==> config.mk <==
export PLATFORM = sky130hd
export DESIGN_NAME = mfifo_top
export DESIGN_NICKNAME = d
export VERILOG_FILES = /design/src/rtl/mfifo_pkg.sv /design/src/rtl/mfifo_byte_q.sv /design/src/rtl/mfifo_irq.sv /design/src/rtl/mfifo_top.sv
export SDC_FILE = /design/constraint.sdc
export NUM_CORES = 2
export LEC_CHECK = 0
export BUFFER_PORTS_ARGS = -buffer_cell sky130_fd_sc_hd__buf_4
export CAP_MARGIN = 20
export CELL_PAD_IN_SITES_DETAIL_PLACEMENT = 1
export CELL_PAD_IN_SITES_GLOBAL_PLACEMENT = 1
export CORE_ASPECT_RATIO = 0.75
export CORE_MARGIN = 4
export CORE_UTILIZATION = 24
export CTS_BUF_LIST = sky130_fd_sc_hd__clkbuf_4 sky130_fd_sc_hd__clkbuf_8 sky130_fd_sc_hd__clkbuf_16
export CTS_CLUSTER_SIZE = 30
export DETAILED_ROUTE_END_ITERATION = 6
export PLACE_DENSITY = 0.39
export RECOVER_POWER = 50
export SYNTH_ARGS = -nofsm -noshare
export SYNTH_HDL_FRONTEND = slang
export SYNTH_SLANG_ARGS = --single-unit
==> constraint.sdc <==
create_clock -name clk -period 4.4 [get_ports clk]
set_clock_uncertainty 0.05 [all_clocks]
set_input_delay 0.44 -clock clk [delete_from_list [all_inputs] [get_ports clk]]
set_output_delay 0.44 -clock clk [all_outputs]
set_load 0.02 [all_outputs]
==> src/rtl/mfifo_pkg.sv <==
package mfifo_pkg;
  localparam int IRQ_W   = 32;
  localparam int B_NACK  = 25;
  localparam int B_AACK  = 13;
  localparam int B_DONE  = 12;
  localparam int B_ARB   = 11;
  localparam int B_FULL  = 4;
  localparam int B_EMPTY = 3;
  localparam int B_HIGH  = 2;
  localparam int B_BERR  = 0;
  localparam logic [IRQ_W-1:0] IRQ_MASK =
    (IRQ_W'(1) << B_NACK) | (IRQ_W'(1) << B_AACK) | (IRQ_W'(1) << B_DONE) |
    (IRQ_W'(1) << B_ARB)  | (IRQ_W'(1) << B_FULL) | (IRQ_W'(1) << B_EMPTY) |
    (IRQ_W'(1) << B_HIGH) | (IRQ_W'(1) << B_BERR);
  localparam int FLUSH_BIT = 16;

  typedef enum logic [2:0] {
    RA_TXDATA = 3'd0,
    RA_RXDATA = 3'd1,
    RA_FCTL   = 3'd2,
    RA_LEVEL  = 3'd3,
    RA_IEN    = 3'd4,
    RA_ISTAT  = 3'd5
  } reg_addr_e;

  // high-water condition: a zero threshold disables the event
  function automatic logic hi_reached(input logic [7:0] lvl, input logic [7:0] thr);
    return (thr != 8'd0) && (lvl >= thr);
  endfunction

  // write-one-to-clear update with set taking priority
  function automatic logic [IRQ_W-1:0] w1c_next(input logic [IRQ_W-1:0] cur,
                                                input logic [IRQ_W-1:0] clr,
                                                input logic [IRQ_W-1:0] set);
    return (cur & ~clr) | set;
  endfunction
endpackage

==> src/rtl/mfifo_byte_q.sv <==
module mfifo_byte_q #(
  parameter int DEPTH = 128,
  parameter int W     = 8
) (
  input  logic                         clk,
  input  logic                         rst_n,
  input  logic                         flush,
  input  logic                         push,
  input  logic [W-1:0]                 push_data,
  input  logic                         pop,
  output logic [W-1:0]                 head,
  output logic [$clog2(DEPTH+1)-1:0]   count,
  output logic                         push_ok,
  output logic                         pop_ok
);
  localparam int PTR_W = $clog2(DEPTH);
  localparam int CNT_W = $clog2(DEPTH+1);

  logic [W-1:0]     mem [DEPTH];
  logic [PTR_W-1:0] wp, rp;

  function automatic logic [PTR_W-1:0] adv(input logic [PTR_W-1:0] p);
    return (p == PTR_W'(DEPTH-1)) ? '0 : p + PTR_W'(1);
  endfunction

  assign push_ok = push && (count != CNT_W'(DEPTH)) && !flush;
  assign pop_ok  = pop  && (count != '0) && !flush;
  assign head    = (count == '0) ? '0 : mem[rp];

  always_ff @(posedge clk) begin
    if (push_ok) mem[wp] <= push_data;
  end

  always_ff @(posedge clk or negedge rst_n) begin
    if (!rst_n) begin
      wp    <= '0;
      rp    <= '0;
      count <= '0;
    end else if (flush) begin
      wp    <= '0;
      rp    <= '0;
      count <= '0;
    end else begin
      if (push_ok) wp <= adv(wp);
      if (pop_ok)  rp <= adv(rp);
      case ({push_ok, pop_ok})
        2'b10:   count <= count + CNT_W'(1);
        2'b01:   count <= count - CNT_W'(1);
        default: count <= count;
      endcase
    end
  end
endmodule

==> src/rtl/mfifo_irq.sv <==
module mfifo_irq
  import mfifo_pkg::*;
(
  input  logic             clk,
  input  logic             rst_n,
  input  logic             en_wr,
  input  logic             clr_wr,
  input  logic [IRQ_W-1:0] wdata,
  input  logic [IRQ_W-1:0] set_vec,
  output logic [IRQ_W-1:0] en,
  output logic [IRQ_W-1:0] stat,
  output logic             irq
);
  logic [IRQ_W-1:0] clr_vec;

  assign clr_vec = clr_wr ? (wdata & IRQ_MASK) : '0;

  always_ff @(posedge clk or negedge rst_n) begin
    if (!rst_n) begin
      en   <= '0;
      stat <= '0;
    end else begin
      if (en_wr) en <= wdata & IRQ_MASK;
      stat <= w1c_next(stat, clr_vec, set_vec & IRQ_MASK);
    end
  end

  assign irq = |(stat & en);
endmodule

==> src/rtl/mfifo_top.sv <==
module mfifo_top
  import mfifo_pkg::*;
#(
  parameter int DEPTH = 128
) (
  input  logic        clk,
  input  logic        rst_n,
  input  logic        reg_wr,
  input  logic        reg_rd,
  input  logic [2:0]  reg_addr,
  input  logic [31:0] reg_wdata,
  output logic [31:0] reg_rdata,
  input  logic        tx_pop,
  output logic [7:0]  tx_byte,
  output logic        tx_avail,
  input  logic        rx_push,
  input  logic [7:0]  rx_byte,
  output logic        rx_space,
  input  logic        ev_addr_nack,
  input  logic        ev_addr_ack,
  input  logic        ev_done,
  input  logic        ev_arb_lost,
  input  logic        ev_bus_err,
  output logic        irq
);
  localparam int CNT_W = $clog2(DEPTH+1);

  // decoded register accesses
  logic tx_push_req, rx_pop_req, fctl_wr, ien_wr, istat_wr, flush;
  assign tx_push_req = reg_wr && (reg_addr == RA_TXDATA);
  assign rx_pop_req  = reg_rd && (reg_addr == RA_RXDATA);
  assign fctl_wr     = reg_wr && (reg_addr == RA_FCTL);
  assign ien_wr      = reg_wr && (reg_addr == RA_IEN);
  assign istat_wr    = reg_wr && (reg_addr == RA_ISTAT);
  assign flush       = fctl_wr && reg_wdata[FLUSH_BIT];

  logic [7:0] hi_thr, lo_thr;
  always_ff @(posedge clk or negedge rst_n) begin
    if (!rst_n) begin
      hi_thr <= '0;
      lo_thr <= '0;
    end else if (fctl_wr) begin
      hi_thr <= reg_wdata[15:8];
      lo_thr <= reg_wdata[7:0];
    end
  end

  // queues
  logic [CNT_W-1:0] tx_cnt, rx_cnt;
  logic             tx_push_ok, tx_pop_ok, rx_push_ok, rx_pop_ok;
  logic [7:0]       rx_head;

  mfifo_byte_q #(.DEPTH(DEPTH), .W(8)) u_txq (
    .clk(clk), .rst_n(rst_n), .flush(flush),
    .push(tx_push_req), .push_data(reg_wdata[7:0]),
    .pop(tx_pop), .head(tx_byte), .count(tx_cnt),
    .push_ok(tx_push_ok), .pop_ok(tx_pop_ok)
  );

  mfifo_byte_q #(.DEPTH(DEPTH), .W(8)) u_rxq (
    .clk(clk), .rst_n(rst_n), .flush(flush),
    .push(rx_push), .push_data(rx_byte),
    .pop(rx_pop_req), .head(rx_head), .count(rx_cnt),
    .push_ok(rx_push_ok), .pop_ok(rx_pop_ok)
  );

  assign tx_avail = (tx_cnt != '0);
  assign rx_space = (rx_cnt != CNT_W'(DEPTH));

  // named internal events
  logic tx_drain, tx_full_lvl, rx_high_lvl;
  assign tx_drain    = tx_pop_ok && !tx_push_ok && (tx_cnt == CNT_W'(1));
  assign tx_full_lvl = (tx_cnt == CNT_W'(DEPTH));
  assign rx_high_lvl = hi_reached(8'(rx_cnt), hi_thr);

  logic [IRQ_W-1:0] set_vec;
  always_comb begin
    set_vec          = '0;
    set_vec[B_NACK]  = ev_addr_nack;
    set_vec[B_AACK]  = ev_addr_ack;
    set_vec[B_DONE]  = ev_done;
    set_vec[B_ARB]   = ev_arb_lost;
    set_vec[B_FULL]  = tx_full_lvl;
    set_vec[B_EMPTY] = tx_drain;
    set_vec[B_HIGH]  = rx_high_lvl;
    set_vec[B_BERR]  = ev_bus_err;
  end

  logic [IRQ_W-1:0] ien, stat;
  mfifo_irq u_irq (
    .clk(clk), .rst_n(rst_n), .en_wr(ien_wr), .clr_wr(istat_wr),
    .wdata(reg_wdata), .set_vec(set_vec), .en(ien), .stat(stat), .irq(irq)
  );

  always_comb begin
    case (reg_addr)
      RA_RXDATA: reg_rdata = {24'd0, rx_head};
      RA_FCTL:   reg_rdata = {16'd0, hi_thr, lo_thr};
      RA_LEVEL:  reg_rdata = {16'd0, 8'(tx_cnt), 8'(rx_cnt)};
      RA_IEN:    reg_rdata = ien;
      RA_ISTAT:  reg_rdata = stat;
      default:   reg_rdata = '0;
    endcase
  end
endmodule

==> reports/metrics.cfg <==
[logic_synthesis]
ys_dominant_reg_cell = edfxtp_1
synth_cell_type_count = 72
gate_count_post_synth = 4117
syn_area_per_cell_um2 = 20.4
synth_seq_cells = 2124
synth_enable_flop_cells = 2048
synth-seq-area-share_pct = 75.5
asyncSetResetFlopFracSynth_pct = 3.58
synth.cell_area_um2 = 83900
yosysWarnings = 0

[placed_design]
placed_cell_area_um2 = 92800
place.gp.congestion = 0.732
preCtsSetupSlack_ns = 0.253
detailedPlacementHpwl_um = 162000
buffer_ports.inserted = 67

[clock_tree]
numCtsBuffers = 235
clkTransAtPathRegs_ns = 0.06
clk_path_buf_depth = 4
insertion_delay_ns = 0.90
tritoncts = built
tritoncts_num_sinks = 2124
clock_tree.root_cell = clkbuf_16
cts.htree.levels = 4

[worst_hold_path]
hold_path_class = input port to flip-flop
min_path_cells = 5
hold_path_startpoint = reg_addr[2]
holdPathEnd = u_txq.wp[6]

[global_route]
antenna_found_initial = 22
via_count_of_the_first_global_routing_pass = 45500
grt.overflow.total = 0
met1_routing_resource_usage_after_global_routing_pct = 21.8
grt_max_degree = 97
grt_pass1_wl_um = 366000
busiest_layer = met1
grt_usage_pct = 14.2
grt_util_met3_pct = 2.99
grt_use_met2_pct = 20.3

[finish]
most-common-layout-cells = edfxtp_1, mux4_2, buf_4
layout.cells.most_common = edfxtp_1
syn2layout_area_growth_pct = 22.8
final_layout_size_suffix_gt1_share_pct = 34.0
utilization_pct = 29.7
fin_nets = 4836
design_area_um2 = 103000

[floorplan]
die-area_um2 = 359000
initial_utilization_pct = 24.2
die-width_um = 691
row_count = 187
io-pin-count = 97
core_area_um2 = 347000
die_h_um = 520

[sta]
period_share_pct = 101
final-hold-violation-count = 0
layout_min_cycle_time_ns = 4.47
grt_setup_unrepaired = yes
fmax_mhz = 224
finalMaxSlewViolations = 1263
final-setup-viol-count = 7
final.setup.worst_slack_ns = -0.0659
worst_slew_margin_rel_pct = -163
max_slew.worst_pin.slew_ns = 3.95

[routing]
post_drt_wl_per_cell_um = 27.5
postRouteAntennaNets = 0
pre_repair_dr_iteration_count = 5
remaining_drc_errors = 0
drt-initial-drc-count = 3743
post_drt_via_cell_ratio = 4.54
detailroute.via_count = 43500
routed_wl_um = 264000

[pwr]
irDropWorstVdd_v = 0.000354
total_power_mw = 57.2
power_leakage_nw = 32.4
pwr_density_cell_nw_per_um2 = 555

[worst_setup_path]
cp-start-kind = flip-flop
timing.rr.end = u_rxq.count[6]
regToRegSetupSlack_ns = 0.80
data_required_time_of_the_worst_path_ns = 3.91
timing.critical_path.fanout_max = 21
worst_setup_path_end_kind = primary output
critical_path_class = flip-flop to primary output
arrival_ns = 3.98
crit_reg_reg_startpoint = u_rxq.count[5]
timing.reg2reg.worst_path_depth = 12

[status]
run_status = complete, but fails checks
violations = capacitance limit, slew limit, setup timing

[job]
timing.max_cap.violations = 24

-- per-stage QoR --
step	cells	setup TNS (ns)	hold slack, ns
floorplan	4131	0	0.0944
global placement	9009	-0.0450	0.444
detailed placement	9010	0	0.449
CTS	9495	-2.27	0.0162
global route	9583	-1.86	0.0998
finish	9585	-0.161	0.109
-- logic make-up after synthesis --
group,Yosys count,synth area share (%)
and+or+nand+nor,553,2.82
xor gates and xnor gates,16,0.167
DFF,2124,75.5
AOI/OAI and AO/OA,395,3.40
adders and majority gates,18,0.268
muxes,727,16.2
buffers and inverters,283,1.65
other,1,0.00447
-- sequential cells by signal, indices dropped and copies added (netlist names) --
name and cells:
u_txq.wp 7, u_rxq.rp 7, lo_thr 8, u_irq.stat 8
u_rxq.mem 1024, u_rxq.wp 7, u_irq.en 8, u_txq.rp 7
u_txq.count 8, hi_thr 8, u_txq.mem 1024, u_rxq.count 8
-- layout make-up --
cell class | count | area, um^2
fill | 35200 | 244000
sequential | 2124 | 63400
multi-input combinational | 1724 | 20100
clock buffer | 298 | 6440
timing repair buffer | 659 | 6160
tap | 4630 | 5790
clock inverter | 126 | 1110
inverter | 20 | 75.1
antenna | 4 | 10.0
-- power breakdown --
| group | switching (mW) | internal (mW) | total [mW] | leakage [nW] |
|---|---|---|---|---|
| Clock | 8.19 | 11.3 | 19.5 | 3.78 |
| Sequential | 0.517 | 22.5 | 23.0 | 19.3 |
| Combinational | 8.06 | 6.58 | 14.6 | 9.27 |
| Total | 16.8 | 40.4 | 57.2 | 32.4 |
-- worst max-delay path, stage by stage, from the launching register on --
cell      delay (ns)
dfrtp_4         0.59
buf_8           0.19
or3b_4          0.49
buf_12          0.20
o221ai_2        0.24
a21oi_2         0.16
a221oi_1        0.40
o21ai_2         0.13
buf_4           0.18
o211ai_1        0.25
buf_4           0.24
-- synth_stat cells, types with 7 or more instances --
| cell type | count | area, um^2 |
|---|---|---|
| mux2i_1 | 155 | 1550 |
| a2111oi_0 | 11 | 96.3 |
| inv_1 | 18 | 67.6 |
| edfxtp_1 | 2048 | 61500 |
| o221ai_1 | 53 | 464 |
| mux4_2 | 495 | 11100 |
| buf_4 | 43 | 323 |
| a22o_1 | 17 | 149 |
| a31oi_1 | 23 | 144 |
| xor2_1 | 10 | 87.6 |
| nand3_1 | 26 | 130 |
| a21oi_1 | 41 | 205 |
| nand2_1 | 98 | 368 |
| buf_1 | 31 | 116 |
| o22ai_1 | 57 | 357 |
| buf_2 | 60 | 300 |
| mux2_2 | 77 | 867 |
| a221oi_1 | 31 | 272 |
| nor2_1 | 339 | 1270 |
| a22oi_1 | 11 | 82.6 |
| nand4_1 | 7 | 43.8 |
| o21ai_0 | 61 | 305 |
| o211ai_1 | 8 | 60.1 |
| nor2b_1 | 14 | 87.6 |
| clkbuf_1 | 117 | 439 |
| dfrtp_1 | 76 | 1900 |
| and3_1 | 7 | 43.8 |
| a21o_1 | 13 | 97.6 |
| buf_6 | 12 | 135 |
| ha_1 | 18 | 225 |
| a211oi_1 | 30 | 225 |
| nor3_1 | 20 | 100 |
-- routing by layer --
layer | wire length [um] | share of wire, %
met3 | 14200 | 5.4
met2 | 111000 | 42
met1 | 133000 | 50
met4 | 5640 | 2.1
met5 | 7 | 0.0027
-- timing repair --
action	in CTS	in global routing
buffers inserted	24	77
pin swaps	13	39
cloned	8	8
hold buffers	29	1
setup endpoints to repair	16	16
resized for setup	135	143
hold endpoints to repair	203	21
-- worst max path at each step --
stage | slack [ns] | from | cells past startpoint | to
2_1_floorplan | 1.25 | u_rxq.count[4] | 14 | u_rxq.count[6]
3_3_place_gp | -0.05 | u_rxq.rp[0] | 10 | reg_rdata[5]
3_5_place_dp | 0.25 | u_rxq.rp[0] | 11 | reg_rdata[5]
4_1_cts | -0.20 | u_rxq.rp[0] | 10 | reg_rdata[4]
5_1_grt | -0.16 | u_rxq.rp[0] | 9 | reg_rdata[0]
6_report | -0.07 | u_rxq.rp[0] | 10 | reg_rdata[0]
Power figures use the tool's default switching activity.
